### config.mk
export PLATFORM = sky130hd
export DESIGN_NAME = fixed_rate_sampler
export DESIGN_NICKNAME = d
export VERILOG_FILES = /design/src/rtl/fr_seq_pkg.sv /design/src/rtl/fr_seq_sclk.sv /design/src/rtl/fr_seq_ctrl.sv /design/src/rtl/fr_seq_data.sv /design/src/rtl/fixed_rate_sampler.sv
export SDC_FILE = /design/constraint.sdc
export NUM_CORES = 1
export LEC_CHECK = 0
export BUFFER_PORTS_ARGS = -buffer_cell sky130_fd_sc_hd__buf_4
export CAP_MARGIN = 20
export CORE_UTILIZATION = 35
export CTS_CLUSTER_DIAMETER = 150
export DETAILED_ROUTE_END_ITERATION = 6
export SLEW_MARGIN = 0
export SYNTH_ARGS = -nofsm -noshare
export SYNTH_HDL_FRONTEND = slang
export SYNTH_SLANG_ARGS = --single-unit
### constraint.sdc
create_clock -name clk -period 2 [get_ports clk]
set_clock_uncertainty 0.2 [all_clocks]
set_input_delay 0.4 -clock clk [delete_from_list [all_inputs] [get_ports clk]]
set_output_delay 0.4 -clock clk [all_outputs]
set_load 0.01 [all_outputs]
### src/rtl/fr_seq_pkg.sv
package fr_seq_pkg;
  // strobes from control to datapath, all one system clock wide
  typedef struct packed {
    logic strobe;      // sample instant
    logic adcBit;      // capture adcSdo (conversion clock falling)
    logic adcDone;     // last data bit of the frame
    logic dacLoadWord; // copy pending DAC word into the shifter
    logic dacShift;    // advance DAC shifter (DAC clock falling)
  } seqCtl_t;
endpackage

### src/rtl/fr_seq_sclk.sv
// Serial clock engine: after start, runs BEATS clock periods of DIV system
// clocks each, low half first, and flags the last cycle of every period.
module fr_seq_sclk #(
  parameter int DIV   = 16,
  parameter int BEATS = 21
) (
  input  logic clk,
  input  logic rstN,
  input  logic start,
  output logic busy,
  output logic sclk,
  output logic beatEnd,
  output logic lastBeat,
  output logic [((BEATS > 1) ? $clog2(BEATS) : 1)-1:0] beatIdx
);
  localparam int PW   = (DIV > 1) ? $clog2(DIV) : 1;
  localparam int IW   = (BEATS > 1) ? $clog2(BEATS) : 1;
  localparam int HALF = DIV / 2;

  logic [PW-1:0] phase;

  always_ff @(posedge clk) begin
    if (!rstN) begin
      busy    <= 1'b0;
      phase   <= '0;
      beatIdx <= '0;
    end else if (start) begin
      busy    <= 1'b1;
      phase   <= '0;
      beatIdx <= '0;
    end else if (busy) begin
      if (phase == PW'(DIV - 1)) begin
        phase <= '0;
        if (beatIdx == IW'(BEATS - 1)) busy <= 1'b0;
        else beatIdx <= beatIdx + 1'b1;
      end else begin
        phase <= phase + 1'b1;
      end
    end
  end

  always_comb begin
    sclk     = busy && (phase >= PW'(HALF));
    beatEnd  = busy && (phase == PW'(DIV - 1));
    lastBeat = beatEnd && (beatIdx == IW'(BEATS - 1));
  end
endmodule

### src/rtl/fr_seq_ctrl.sv
module fr_seq_ctrl
  import fr_seq_pkg::*;
#(
  parameter int SAMPLE_DIV = 1000,
  parameter int CONV_DIV   = 16,
  parameter int ADC_LEAD   = 5,
  parameter int ADC_BITS   = 16,
  parameter int DAC_DIV    = 4,
  parameter int DAC_BITS   = 16
) (
  input  logic    clk,
  input  logic    rstN,
  output seqCtl_t ctl,
  output logic    sampleStb,
  output logic    adcCsN,
  output logic    adcSclk,
  output logic    dacCsN,
  output logic    dacSclk
);
  localparam int SW        = $clog2(SAMPLE_DIV);
  localparam int ADC_FRAME = ADC_LEAD + ADC_BITS;
  localparam int AIW       = (ADC_FRAME > 1) ? $clog2(ADC_FRAME) : 1;
  localparam int DIW       = (DAC_BITS > 1) ? $clog2(DAC_BITS) : 1;

  logic [SW-1:0] sampCnt;
  logic          tick;
  logic          stbQ;
  logic          adcBusy, adcBeatEnd, adcLast;
  logic          dacBusy, dacBeatEnd, dacLast;
  logic [AIW-1:0] adcIdx;
  logic [DIW-1:0] dacIdx;

  assign tick = (sampCnt == SW'(SAMPLE_DIV - 1));

  // single divider: period is exactly SAMPLE_DIV clocks
  always_ff @(posedge clk) begin
    if (!rstN) begin
      sampCnt <= '0;
      stbQ    <= 1'b0;
    end else begin
      sampCnt <= tick ? '0 : sampCnt + 1'b1;
      stbQ    <= tick;
    end
  end

  fr_seq_sclk #(.DIV(CONV_DIV), .BEATS(ADC_FRAME)) adcClk_i (
    .clk(clk), .rstN(rstN), .start(tick),
    .busy(adcBusy), .sclk(adcSclk), .beatEnd(adcBeatEnd),
    .lastBeat(adcLast), .beatIdx(adcIdx)
  );

  fr_seq_sclk #(.DIV(DAC_DIV), .BEATS(DAC_BITS)) dacClk_i (
    .clk(clk), .rstN(rstN), .start(tick),
    .busy(dacBusy), .sclk(dacSclk), .beatEnd(dacBeatEnd),
    .lastBeat(dacLast), .beatIdx(dacIdx)
  );

  always_comb begin
    ctl.strobe      = stbQ;
    ctl.adcBit      = adcBeatEnd && (adcIdx >= AIW'(ADC_LEAD));
    ctl.adcDone     = adcLast;
    ctl.dacLoadWord = tick;
    ctl.dacShift    = dacBeatEnd && !dacLast;
    sampleStb       = stbQ;
    adcCsN          = !adcBusy;
    dacCsN          = !dacBusy;
  end

  p_gap_r1: assert property (@(posedge clk) disable iff (!rstN)
    stbQ |=> !stbQ);
  p_cs_on_strobe_r3: assert property (@(posedge clk) disable iff (!rstN)
    stbQ |-> !adcCsN);
  p_adc_idle_before_r3: assert property (@(posedge clk) disable iff (!rstN)
    stbQ |-> $past(adcCsN));
  p_dac_idle_before_r10: assert property (@(posedge clk) disable iff (!rstN)
    stbQ |-> $past(dacCsN));
  p_done_in_frame_r4: assert property (@(posedge clk) disable iff (!rstN)
    adcLast |-> (adcSclk && !adcCsN));
endmodule

### src/rtl/fr_seq_data.sv
module fr_seq_data
  import fr_seq_pkg::*;
#(
  parameter int ADC_BITS = 16,
  parameter int DAC_BITS = 16
) (
  input  logic                clk,
  input  logic                rstN,
  input  seqCtl_t             ctl,
  input  logic                adcSdo,
  input  logic                rdEn,
  input  logic                dacWrEn,
  input  logic [DAC_BITS-1:0] dacWrData,
  output logic [ADC_BITS-1:0] rdData,
  output logic                rdValid,
  output logic                rdOverrun,
  output logic                dacSdi
);
  logic [ADC_BITS-1:0] adcShift;
  logic [DAC_BITS-1:0] dacNext;
  logic [DAC_BITS-1:0] dacShiftReg;

  // ADC capture and holding register
  always_ff @(posedge clk) begin
    if (!rstN) begin
      adcShift  <= '0;
      rdData    <= '0;
      rdValid   <= 1'b0;
      rdOverrun <= 1'b0;
    end else begin
      if (ctl.adcBit) adcShift <= {adcShift[ADC_BITS-2:0], adcSdo};
      if (ctl.adcDone) begin
        rdData    <= {adcShift[ADC_BITS-2:0], adcSdo};
        rdValid   <= 1'b1;
        rdOverrun <= (rdValid && !rdEn) || (rdOverrun && !rdEn);
      end else if (rdEn) begin
        rdValid   <= 1'b0;
        rdOverrun <= 1'b0;
      end
    end
  end

  // DAC pending word and output shifter
  always_ff @(posedge clk) begin
    if (!rstN) begin
      dacNext     <= '0;
      dacShiftReg <= '0;
    end else begin
      if (dacWrEn) dacNext <= dacWrData;
      if (ctl.dacLoadWord) dacShiftReg <= dacNext;
      else if (ctl.dacShift) dacShiftReg <= {dacShiftReg[DAC_BITS-2:0], 1'b0};
    end
  end

  assign dacSdi = dacShiftReg[DAC_BITS-1];

  p_valid_on_done_r6: assert property (@(posedge clk) disable iff (!rstN)
    ctl.adcDone |=> rdValid);
  p_hold_result_r6: assert property (@(posedge clk) disable iff (!rstN)
    !ctl.adcDone |=> $stable(rdData));
  p_read_clears_r7: assert property (@(posedge clk) disable iff (!rstN)
    (rdEn && !ctl.adcDone) |=> (!rdValid && !rdOverrun));
  p_overrun_r8: assert property (@(posedge clk) disable iff (!rstN)
    (ctl.adcDone && rdValid && !rdEn) |=> rdOverrun);
  p_dac_bit_hold_r10: assert property (@(posedge clk) disable iff (!rstN)
    (!ctl.dacLoadWord && !ctl.dacShift) |=> $stable(dacSdi));
endmodule

### src/rtl/fixed_rate_sampler.sv
module fixed_rate_sampler
  import fr_seq_pkg::*;
#(
  parameter int SAMPLE_DIV = 1000,
  parameter int CONV_DIV   = 16,
  parameter int ADC_LEAD   = 5,
  parameter int ADC_BITS   = 16,
  parameter int DAC_DIV    = 4,
  parameter int DAC_BITS   = 16
) (
  input  logic                clk,
  input  logic                rstN,
  output logic                sampleStb,
  output logic                adcCsN,
  output logic                adcSclk,
  input  logic                adcSdo,
  output logic                dacCsN,
  output logic                dacSclk,
  output logic                dacSdi,
  output logic                dacLoad,
  input  logic                rdEn,
  output logic [ADC_BITS-1:0] rdData,
  output logic                rdValid,
  output logic                rdOverrun,
  input  logic                dacWrEn,
  input  logic [DAC_BITS-1:0] dacWrData
);
  seqCtl_t ctl;

  fr_seq_ctrl #(
    .SAMPLE_DIV(SAMPLE_DIV), .CONV_DIV(CONV_DIV), .ADC_LEAD(ADC_LEAD),
    .ADC_BITS(ADC_BITS), .DAC_DIV(DAC_DIV), .DAC_BITS(DAC_BITS)
  ) ctrl_i (
    .clk(clk), .rstN(rstN), .ctl(ctl), .sampleStb(sampleStb),
    .adcCsN(adcCsN), .adcSclk(adcSclk), .dacCsN(dacCsN), .dacSclk(dacSclk)
  );

  fr_seq_data #(.ADC_BITS(ADC_BITS), .DAC_BITS(DAC_BITS)) data_i (
    .clk(clk), .rstN(rstN), .ctl(ctl), .adcSdo(adcSdo), .rdEn(rdEn),
    .dacWrEn(dacWrEn), .dacWrData(dacWrData), .rdData(rdData),
    .rdValid(rdValid), .rdOverrun(rdOverrun), .dacSdi(dacSdi)
  );

  assign dacLoad = ctl.strobe;
endmodule

== Yosys cells after proc, flatten, opt, wreduce, memory -nomap -nowiden ==
Index checks and enable logic that the tools add are counted.

* Add/subtract/negate cells: 5
* Order comparisons: 3
* Eq/ne operators: 5
* Muxes and demuxes: 15
* Bitwise operators: 3
* Reductions and logical operators: 20

{| class="wikitable"
|+ Operators with widths
! operator !! count
|-
| $mux W16 || 2
|-
| $mux W1 || 11
|-
| $add A10 B1 Y10 const B || 1
|-
| $eq A10 B10 Y1 const B || 1
|-
| $logic_and A1 B1 Y1 || 10
|-
| $add A4 B1 Y4 const B || 2
|-
| $eq A4 B4 Y1 const B || 2
|-
| $reduce_and A3 Y1 || 2
|-
| $add A5 B1 Y5 const B || 1
|-
| $eq A5 B5 Y1 const B || 1
|-
| $ge A5 B3 Y1 const B || 1
|-
| $ge A4 B4 Y1 const B || 1
|-
| $logic_not A1 Y1 || 4
|-
| $mux W4 || 1
|-
| $reduce_bool A2 Y1 || 2
|-
| $not A1 Y1 || 3
|-
| $add A2 B1 Y2 const B || 1
|-
| $eq A2 B2 Y1 const B || 1
|-
| $ge A2 B2 Y1 const B || 1
|-
| $mux W2 || 1
|-
| $reduce_or A2 Y1 || 1
|-
| $logic_or A1 B1 Y1 || 1
|}

* Bits in registers: 93
* Input bits: 21
* Output and inout port bits: 25
* Logic and storage cells: 65

== Depth between registers and ports, before layout ==
Gate-level depths: netlist of run 1.

* Depth in word-level cells: 7
* Gate-level depth with buffers: 8
* Mapped depth without buffers: 6

== Cells and area by module ==
From an unflattened synthesis of run 1, not the netlist that was laid out.

* Cell total of the unflattened synthesis: 393
* Area, all modules: 4113.9 um^2

{| class="wikitable"
|+ Modules (own cells, without submodules)
! module !! instances !! cells each !! area an instance (um^2) !! seq. area each (um^2)
|-
| fr_seq_data || 1 || 229 || 2673.8 || 1301.2
|-
| fr_seq_ctrl || 1 || 68 || 575.6 || 220.2
|-
| fr_seq_sclk at ctrl_i.adcClk_i || 1 || 59 || 525.5 || 200.2
|-
| fr_seq_sclk at ctrl_i.dacClk_i || 1 || 37 || 339.1 || 140.1
|}

== Least setup slack after synthesis of run 1 ==
OpenSTA, ideal clock, no wires.

* Kind: register to register
* Start point: register ctrl_i.dacClk_i.beatIdx[0] (netlist bit)
* End point: register data_i.dacShiftReg[0]
* Data arrival time: 1531 ps
* Setup slack: 137 ps
* Stages on the path, launching flop included: 9
* Path buffers: 3
* Path through: dfxtp_1 -> ha_1 -> and3_1 -> clkbuf_1 -> or2_2 -> buf_2 -> buf_2 -> nand3_1 -> a21oi_1

* Longest elaborated chain between the ends: 5

{| class="wikitable"
|+ Ends and longest elaborated chain
! what !! RTL line !! text
|-
| from (decl) || fr_seq_sclk.sv:14 || <nowiki>output logic [((BEATS > 1) ? $clog2(BEATS) : 1)-1:0] beatIdx</nowiki>
|-
| from (signal assigned) || fr_seq_sclk.sv:35 || <nowiki>else beatIdx <= beatIdx + 1'b1;</nowiki>
|-
| $eq A4 B4 Y1 || fr_seq_sclk.sv:45 || <nowiki>lastBeat = beatEnd && (beatIdx == IW'(BEATS - 1));</nowiki>
|-
| $logic_and A1 B1 Y1 || fr_seq_sclk.sv:45 ||
|-
| $logic_not A1 Y1 || fr_seq_ctrl.sv:63 || <nowiki>ctl.dacShift = dacBeatEnd && !dacLast;</nowiki>
|-
| $logic_and A1 B1 Y1 || fr_seq_ctrl.sv:63 ||
|-
| $reduce_bool A2 Y1 (no line) || - ||
|-
| to (signal assigned) || fr_seq_data.sv:50 || <nowiki>if (ctl.dacLoadWord) dacShiftReg <= dacNext;</nowiki>
|-
| to (signal assigned) || fr_seq_data.sv:51 || <nowiki>else if (ctl.dacShift) dacShiftReg <= {dacShiftReg[DAC_BITS-2:0], 1'b0};</nowiki>
|-
| to (decl) || fr_seq_data.sv:21 || <nowiki>logic [DAC_BITS-1:0] dacShiftReg;</nowiki>
|}

Every way passes these cells.
A chain may end at the register's enable or synchronous reset.

== Final worst setup path of run 1 ==
* Start point: register ctrl_i.sampCnt[0]
* End point: register ctrl_i.sampCnt[6]

* Longest elaborated chain between the ends: 2

{| class="wikitable"
|+ Ends and longest elaborated chain
! what !! RTL line !! text
|-
| from (decl) || fr_seq_ctrl.sv:25 || <nowiki>logic [SW-1:0] sampCnt;</nowiki>
|-
| from (signal assigned) || fr_seq_ctrl.sv:41 || <nowiki>sampCnt <= tick ? '0 : sampCnt + 1'b1;</nowiki>
|-
| branches (longest 2 deep; another with $add A10 B1 Y10) || - ||
|}

Several ways; the timed one is not identified.

==> results of run 1 <==
[layer usage]
metal	up-vias	GRT usage, %
met5	-	0
li1	1534	-
met3	6	3.24
met4	0	5.43
met1	1326	18.0
met2	36	20.7
[state kept, by name (all words and copies together), names as in the netlist]
register	count
data_i.dacNext	16
ctrl_i.sampCnt	10
ctrl_i.dacClk_i.busy	1
ctrl_i.dacClk_i.beatIdx	4
data_i.rdOverrun	1
ctrl_i.dacClk_i.phase	2
data_i.rdValid	1
ctrl_i.adcClk_i.beatIdx	5
ctrl_i.adcClk_i.busy	1
ctrl_i.sampleStb	1
data_i.dacShiftReg	16
ctrl_i.adcClk_i.phase	4
data_i.rdData	16
data_i.adcShift	15
[worst paths after layout]
path                           from           endpoint  cells after the start
setup / recovery  ctrl_i.sampCnt[0]  ctrl_i.sampCnt[6]                      6
hold / removal         dacWrData[4]  data_i.dacNext[4]                      3
setup reg to reg  ctrl_i.sampCnt[0]  ctrl_i.sampCnt[6]                      6
hold reg to reg   ctrl_i.sampCnt[0]  ctrl_i.sampCnt[0]                      1
[Yosys cell counts]
master	n	share of area (%)
o21ai_0	22	3.0
buf_4	1	0.20
buf_6	6	1.8
or4_4	1	0.30
nand3_1	23	3.1
clkbuf_1	16	1.6
nand2b_1	3	0.51
and3_1	3	0.51
xor2_1	6	1.4
nor3_1	7	0.95
ha_1	9	3.0
nor2_1	44	4.5
and2_1	2	0.34
a31oi_1	15	2.5
nand2_2	1	0.17
and4_1	1	0.24
nand4_1	2	0.34
o21ai_1	10	1.4
a211oi_1	1	0.20
mux2i_1	17	4.6
dfxtp_1	93	50
nor4_1	1	0.17
xnor2_1	10	2.4
nand4b_1	1	0.24
or4_1	1	0.20
nand2_1	89	9.0
a21oi_1	28	3.8
mux2_2	1	0.30
nand4_2	1	0.34
or2_2	1	0.17
buf_2	6	0.81
o31ai_1	1	0.20
nor2_2	1	0.17
inv_1	9	0.91
nor3b_1	1	0.20
[area by class of cell]
cell class / instances / area, sq um
timing repair buffer: 60 / 482
clock buffer: 10 / 138
multi-input combinational: 303 / 1640
inverter: 9 / 33.8
tap: 136 / 170
sequential: 93 / 1860
clock inverter: 6 / 62.6
fill: 1032 / 5890
[stage by stage]
stage	util (%)	std cells	setup WS (ps)	hold slack, ps
after global routing	42.7	617	20.2	76.1
after CTS	42.6	617	91.0	62.4
after floorplan	-	434	137	218
after global placement	40.6	600	142	226
final	42.7	617	112	79.5
after detailed placement	40.6	600	101	237
[worst register-to-register path, delay by kind of cell (launching register included)]
kind | cells | cell delay [ps]
buffers and inverters | 1 | 170
flip-flops | 1 | 360
adder cells (fa/ha/maj) | 1 | 180
AND/OR/NAND/NOR | 4 | 870
[cell families after synthesis]
kind of cell	count (synthesis)
AND/OR/NAND/NOR	183
AO/OA/AOI/OAI	77
buffers and inverters	38
adder cells (fa/ha/maj)	9
XOR/XNOR	16
multiplexers	18
flip-flops	93
[repair_timing]
action,CTS,global route
setup buffers,0,0
gates resized for setup,0,3
setup endpoints to repair,0,5
hold endpoints to repair,1,0
hold buffers,1,0
[power groups by stage]
stage                     registers (mW)  clock network, mW  logic [mW]
after global routing                1.89               1.37       0.145
after floorplan                     1.93                  0      0.0797
after CTS                           1.89               1.30       0.131
final                               1.89               1.25       0.129
after detailed placement            1.93                  0       0.129
after global placement              1.93                  0       0.126
==> impl_metrics.tcl, run 1 <==
set metrics [dict create \
    coreArea_sq_um 10300 \
    drtAntennaViolNets 0 \
    switchingPower_mw 0.723 \
    vias 2902 \
    ys.warnings.count 0 \
    io_buffers 45 \
    yosys.area_share.simple_pct 21.5 \
    die_w_um 105 \
    wl_met2_um 3100 \
    drv_slew 0 \
    min_period_ps 1890 \
    vias_per_cell 4.70 \
    ys_seq_elements 93 \
    clock-sinks 93 \
    period_share_pct 94.4 \
    drv_cap 0 \
    fmax_mhz 530 \
    hold_class "in2reg" \
    routedWlPerCell_um 11.3 \
    initial_core_util_pct 36.0 \
    io_pins 46 \
    grt_first_pass_wirelength_um 12100 \
    synth.net_count 464 \
    timing.final.hold_violations 0 \
    placed_area_sq_um 4170 \
    worst_pin_slew_ps 330 \
    leakage_nw 1.66 \
    pwr-share-seq_pct 57.7 \
    wl_um 6960 \
    synth_cell_types 35 \
    area_delta_synth_final_pct 18.6 \
    clock_latency_ps 350 \
    drt_first_pass_iters 4 \
    synth_area_sq_um 3700 \
    slew_headroom_pct 78.0 \
    final_cell_mix "dfxtp_1, nand2_1, buf_4" \
    grt_usage_pct 13.4 \
    crit_required_ps 2040 \
    rrSetupSlack_ps 110 \
    fin_nets 506 \
    status "completed" \
    cpMaxStageDelayCell "or4_4" \
    cts_tree "yes" \
    h-tree-depth 3 \
    cts.root.buffer_cell "clkbuf_8" \
    grt_pass1_vias 2655 \
    grt_max_degree 31 \
    drc_errors 0 \
    synth_xor_area_share_pct 3.79 \
    grt-ovfl-total 0 \
    synth_top_family_by_area "simple AND/OR/NAND/NOR gates" \
    n_antenna_cell 0 \
    fin_setup_tns_ps 0 \
    maxUsedRoutingLayer "met4" \
    fin_area_sq_um 4390 \
    crit_chain "ha_1 -> nand2_1 -> or4_4 -> nand2_2 -> buf_12 -> nor2_1" \
    cpPeakStageDelay_ps 540 \
    gp_congestion 0.741 \
    muxShareOfSynthArea_pct 4.91 \
    drt-initial-drc-count 147 \
    p_per_area_nw_per_um2 746 \
    route.met3.wl_um 223 \
    cp.arrival_ps 1930 \
    avgSynthCellArea_sq_um 8.52 \
    finalSetupViolCount 0 \
    row_count 37 \
    p_int_mw 2.55 \
    cts_buffer_depth 2 \
    cts_made_buffers 9 \
    synthAdderAreaFrac_pct 3.05 \
    crit_type "reg2reg" \
    synth-compound-area-share_pct 11.1 \
    met1Wirelength_um 3540 \
    peakVddDrop_uv 420 \
    comb_power_share_pct 3.9 \
    drive_gt1_share_pct 17.3 \
    cp-start-kind "register" \
    clkPwrFrac_pct 38.3 \
    fp.dieH_um 105 \
    seq_area_frac_synth_pct 50.4 \
    cpLargestDelayFamily "simple AND/OR/NAND/NOR gates" \
    p_sw_share_pct 22.1 \
    total_power_mw 3.27 \
    antenna_found_initial 0 \
    grt_setup_unrepaired "no" \
    endpoint_kind "register" \
    synth_cells 434 \
    clk_pin_slew_ps 90 \
    path_max_fanout 16 \
    layout_commonest_cell "dfxtp_1" \
    fp.dieArea_sq_um 11000 \
    worst-path-buf-inv 1 \
    post-dp-hpwl_um 4720 \
]
Power figures use the tool's default switching activity.
==> run 2, diff against run 1 <==
Settings changed: PLACE_DENSITY_LB_ADDON set to 0.12.
==> run 2 against run 1 <==
Against the previous run:
- clock-buffer cell count is 1 lower
- non-clock buffer count is 1 lower
- combinational power hardly changed
- power is 7.9% higher
- design area is 1.6% higher
- largest power group unchanged
==> impl_metrics.tcl, run 2 (synthesis results as in run 1) <==
set metrics [dict create \
    status "completed" \
    worstHoldStart "dacWrData[11]" \
    area_delta_synth_final_pct 20.6 \
    antenna_found_initial 0 \
    cts_setup_buffers 0 \
    rrSetupSlack_ps 110 \
    r2r_start "ctrl_i.sampCnt[0]" \
    holdPathEnd "data_i.dacNext[11]" \
    gp_congestion 0.722 \
    fp.dieH_um 105 \
    cp.arrival_ps 1930 \
    grt_max_degree 36 \
    vias_per_cell 4.67 \
    clock-sinks 93 \
    maxUsedRoutingLayer "met4" \
    min_period_ps 1890 \
    cts_made_buffers 9 \
    h-tree-depth 3 \
    crit_required_ps 2040 \
    path_max_fanout 35 \
    drv_cap 0 \
    grt-ovfl-total 0 \
    grt_usage_pct 13.7 \
    finalSetupViolCount 0 \
    leakage_nw 1.68 \
    cts_buffer_depth 2 \
    n_antenna_cell 0 \
    cts.root.buffer_cell "clkbuf_8" \
    die_w_um 105 \
    cts_tree "yes" \
    initial_core_util_pct 36.0 \
    drt_first_pass_iters 4 \
    clk_pin_slew_ps 90 \
    hold_class "in2reg" \
    p_per_area_nw_per_um2 791 \
    slew_headroom_pct 78.1 \
    grt_first_pass_wirelength_um 12100 \
    routedWlPerCell_um 11.4 \
    placed_area_sq_um 4190 \
    final_cell_mix "dfxtp_1, nand2_1, buf_4" \
    drv_slew 0 \
    endpoint_kind "register" \
    wl_met2_um 2930 \
    reg2reg_depth 6 \
    hold_depth 3 \
    vias 2879 \
    layout_commonest_cell "dfxtp_1" \
    fin_nets 505 \
    total_power_mw 3.53 \
    drt-initial-drc-count 64 \
    post-dp-hpwl_um 4620 \
    timing.final.hold_violations 0 \
    grt_pass1_vias 2585 \
    row_count 37 \
    route.met3.wl_um 209 \
    crit_type "reg2reg" \
    fp.dieArea_sq_um 11000 \
    drc_errors 0 \
    peakVddDrop_uv 388 \
    cp-start-kind "register" \
    placed_cells 599 \
    worst_pin_slew_ps 328 \
    reg2reg_to "data_i.dacShiftReg[4]" \
    coreArea_sq_um 10300 \
    fin_area_sq_um 4460 \
    reg_top3 "data_i.dacNext: 16 flops, data_i.dacShiftReg: 16 flops, data_i.rdData: 16 flops" \
    fmax_mhz 530 \
    drive_gt1_share_pct 16.9 \
    final_cells 616 \
    period_share_pct 94.4 \
    io_buffers 45 \
    io_pins 46 \
    wl_um 7050 \
    drtAntennaViolNets 0 \
    met1Wirelength_um 3770 \
    clock_latency_ps 350 \
]
[run 2: how the worst max path moves through the flow]
stage / startpoint / endpoint / slack [ps] / cells after the start
finish: ctrl_i.sampCnt[0] / data_i.dacShiftReg[4] / 110 / 6
global route: ctrl_i.sampCnt[0] / data_i.dacShiftReg[15] / -6 / 6
CTS: ctrl_i.sampCnt[0] / data_i.dacShiftReg[4] / 30 / 6
detailed placement: ctrl_i.sampCnt[0] / data_i.dacShiftReg[4] / 30 / 6
global placement: ctrl_i.sampCnt[0] / data_i.dacShiftReg[15] / 90 / 6
floorplan: ctrl_i.dacClk_i.beatIdx[0] / data_i.dacShiftReg[0] / 140 / 8
[run 2: area by class of cell]
| class | count | area (sq um) |
|---|---|---|
| Clock buffer | 9 | 124 |
| Clock inverter | 7 | 120 |
| Fill cell | 1069 | 5820 |
| Sequential cell | 93 | 1860 |
| Tap cell | 136 | 170 |
| Multi-Input combinational cell | 303 | 1640 |
| Timing Repair Buffer | 59 | 508 |
| Inverter | 9 | 33.8 |
[run 2: metal layers]
metal / up-vias / track usage, %
li1: 1535 / -
met1: 1288 / 19.0
met2: 44 / 20.4
met3: 12 / 2.43
met4: 0 / 6.64
met5: - / 0
[run 2: power by group]
group          switching (mW)  internal, mW  total, mW
combinational          0.0672        0.0643      0.131
sequential             0.0146          1.87       1.89
clock                   0.671         0.837       1.51
total                   0.753          2.78       3.53
[run 2: what timing repair did]
item	4_1_cts	5_1_grt
setup endpoints to repair	0	16
hold buffers	1	0
endpoints found under the hold margin	1	0
resized for setup	0	3
[run 2: worst max-delay path, cell delays in order (launching register included)]
cell and delay [ps]:
dfxtp_1 360, ha_1 180, nand2_1 100, or4_4 520, buf_12 190, o21ai_0 160
a31oi_1 60
[run 2: stage by stage]
stage | hold slack (ps) | setup slack (ps) | TNS [ps] | util [%]
after detailed placement | 238 | 26.8 | 0 | 40.8
after floorplan | 218 | 137 | 0 | -
after CTS | 57.6 | 29.6 | 0 | 43.3
after global placement | 228 | 87.8 | 0 | 40.8
final | 71.4 | 113 | 0 | 43.4
after global routing | 74.1 | -5.57 | -10.4 | 43.4
==> run 3, diff against run 2 <==
Settings changed: CORE_MARGIN set to 2.
==> run 3 against run 2 <==
Against the previous run:
- critical path depth stayed put
- register-to-register slack hardly changed
- clock power is 25% lower
- critical endpoint is now data_i.dacShiftReg[15]
- non-clock buffer count is 1 higher
- combinational power is 3% higher
- fmax is 0.37% lower
- die area is 3.9% higher
- global-route usage hardly changed
- routed wire length is 1.4% higher
- worst setup slack worse by 7.0 ps
==> impl_metrics.tcl, run 3 (synthesis results as in run 1) <==
set metrics [dict create \
    cp.arrival_ps 1950 \
    drc_errors 0 \
    clk_pin_slew_ps 90 \
    leakage_nw 1.65 \
    fp.dieArea_sq_um 11400 \
    drv_slew 0 \
    wl_um 7150 \
    fp.dieH_um 107 \
    period_share_pct 94.7 \
    clock-sinks 93 \
    status "completed" \
    coreArea_sq_um 10300 \
    area_delta_synth_final_pct 18.7 \
    antenna_found_initial 0 \
    hold_class "in2reg" \
    slew_headroom_pct 78.1 \
    initial_core_util_pct 36.0 \
    grt_max_degree 33 \
    cts_tree "yes" \
    cts_buffer_depth 2 \
    placed_cells 600 \
    cp-start-kind "register" \
    fin_ws_ps 106 \
    fin_setup_tns_ps 0 \
    path_max_fanout 32 \
    worst-path-buf-inv 1 \
    row_count 37 \
    final_cell_mix "dfxtp_1, nand2_1, buf_4" \
    grt-ovfl-total 0 \
    r2r_start "ctrl_i.sampCnt[0]" \
    endpoint_kind "register" \
    finalSetupViolCount 0 \
    dp_slack_ps 37.7 \
    drv_cap 0 \
    drt_first_pass_iters 4 \
    cts_made_buffers 9 \
    vias_per_cell 4.67 \
    grt_setup_unrepaired "no" \
    route.met3.wl_um 279 \
    crit_start "ctrl_i.sampCnt[0]" \
    gp_congestion 0.744 \
    grt_pass1_vias 2756 \
    cpLargestDelayFamily "simple AND/OR/NAND/NOR gates" \
    die_w_um 107 \
    grt_usage_pct 13.7 \
    cts.root.buffer_cell "clkbuf_8" \
    maxUsedRoutingLayer "met4" \
    reg_top3 "data_i.dacNext: 16 flops, data_i.dacShiftReg: 16 flops, data_i.rdData: 16 flops" \
    post-dp-hpwl_um 4820 \
    met1Wirelength_um 3690 \
    cpMaxStageDelayCell "or4_4" \
    worstHoldStart "dacWrData[3]" \
    p_per_area_nw_per_um2 721 \
    worst_pin_slew_ps 329 \
    crit_required_ps 2050 \
    fmax_mhz 528 \
    fin_nets 506 \
    routedWlPerCell_um 11.6 \
    crit_type "reg2reg" \
    wl_met2_um 3050 \
    layout_commonest_cell "dfxtp_1" \
    io_buffers 45 \
    timing.final.hold_violations 0 \
    drive_gt1_share_pct 17.5 \
    drt-initial-drc-count 107 \
    crit_chain "ha_2 -> nand2_1 -> or4_4 -> buf_12 -> o21ai_0 -> a31oi_1" \
    io_pins 46 \
    n_antenna_cell 0 \
    min_period_ps 1890 \
    drtAntennaViolNets 0 \
    h-tree-depth 3 \
    grt_first_pass_wirelength_um 12600 \
    clock_latency_ps 360 \
    vias 2884 \
    peakVddDrop_uv 347 \
    final_cells 617 \
    cpPeakStageDelay_ps 480 \
]
-- run 3: cell count changes in the layout (fill, tap and decap cells not counted), sizes merged --
cell / before / now
bufinv: 3 / 0
clkinv: 1 / 4
buf: 58 / 59
clkinvlp: 1 / 2
inv: 11 / 10
-- run 3: worst register-to-register path, stage by stage, from the launching register on --
cell and delay [ps]:
dfxtp_1 370, ha_2 210, nand2_1 110, or4_4 490, buf_12 190, o21ai_0 160, a31oi_1 60
-- run 3: timing repair --
| item | 4_1_cts | 5_1_grt |
|---|---|---|
| hold buffers | 1 | 0 |
| hold endpoints to repair | 1 | 0 |
| setup buffers | 0 | 0 |
| resized for setup | 0 | 2 |
| endpoints found under the setup margin | 0 | 13 |
-- run 3: cell type report --
| type | instances | area (sq um) |
|---|---|---|
| Clock buffer | 9 | 124 |
| Clock inverter | 7 | 51.3 |
| Fill cell | 1056 | 5890 |
| Inverter | 9 | 33.8 |
| Multi-Input combinational cell | 303 | 1640 |
| Sequential cell | 93 | 1860 |
| Tap cell | 136 | 170 |
| Timing Repair Buffer | 60 | 503 |
-- run 3: worst paths after layout --
check | endpoint | slack (ps) | cells past startpoint
max reg2reg | data_i.dacShiftReg[15] | 110 | 6
min | data_i.dacNext[3] | 70 | 3
min reg2reg | data_i.rdData[15] | 260 | 2
max | data_i.dacShiftReg[15] | 110 | 6
-- run 3: stage by stage --
| stage | hold WS, ps | util, % | total power, mW | cell area (sq um) |
|---|---|---|---|---|
| after global routing | 50.4 | 42.7 | 3.30 | 4390 |
| final | 66.5 | 42.7 | 3.17 | 4390 |
| after floorplan | 218 | - | 2.01 | 3700 |
| after global placement | 229 | 40.9 | 2.07 | 4200 |
| after detailed placement | 250 | 40.9 | 2.07 | 4200 |
| after CTS | 59.2 | 42.7 | 3.21 | 4380 |
-- run 3: where the power goes --
group / internal [mW] / leakage, nW / switching (mW)
clock: 0.455 / 0.0856 / 0.685
sequential: 1.87 / 0.753 / 0.0153
combinational: 0.0678 / 0.807 / 0.0670
total: 2.40 / 1.65 / 0.768
-- run 3: per-layer routing --
layer / GRT usage [%] / vias up
li1: - / 1529
met1: 18.5 / 1302
met2: 20.7 / 44
met3: 4.01 / 9
met4: 5.57 / 0
met5: 0 / -
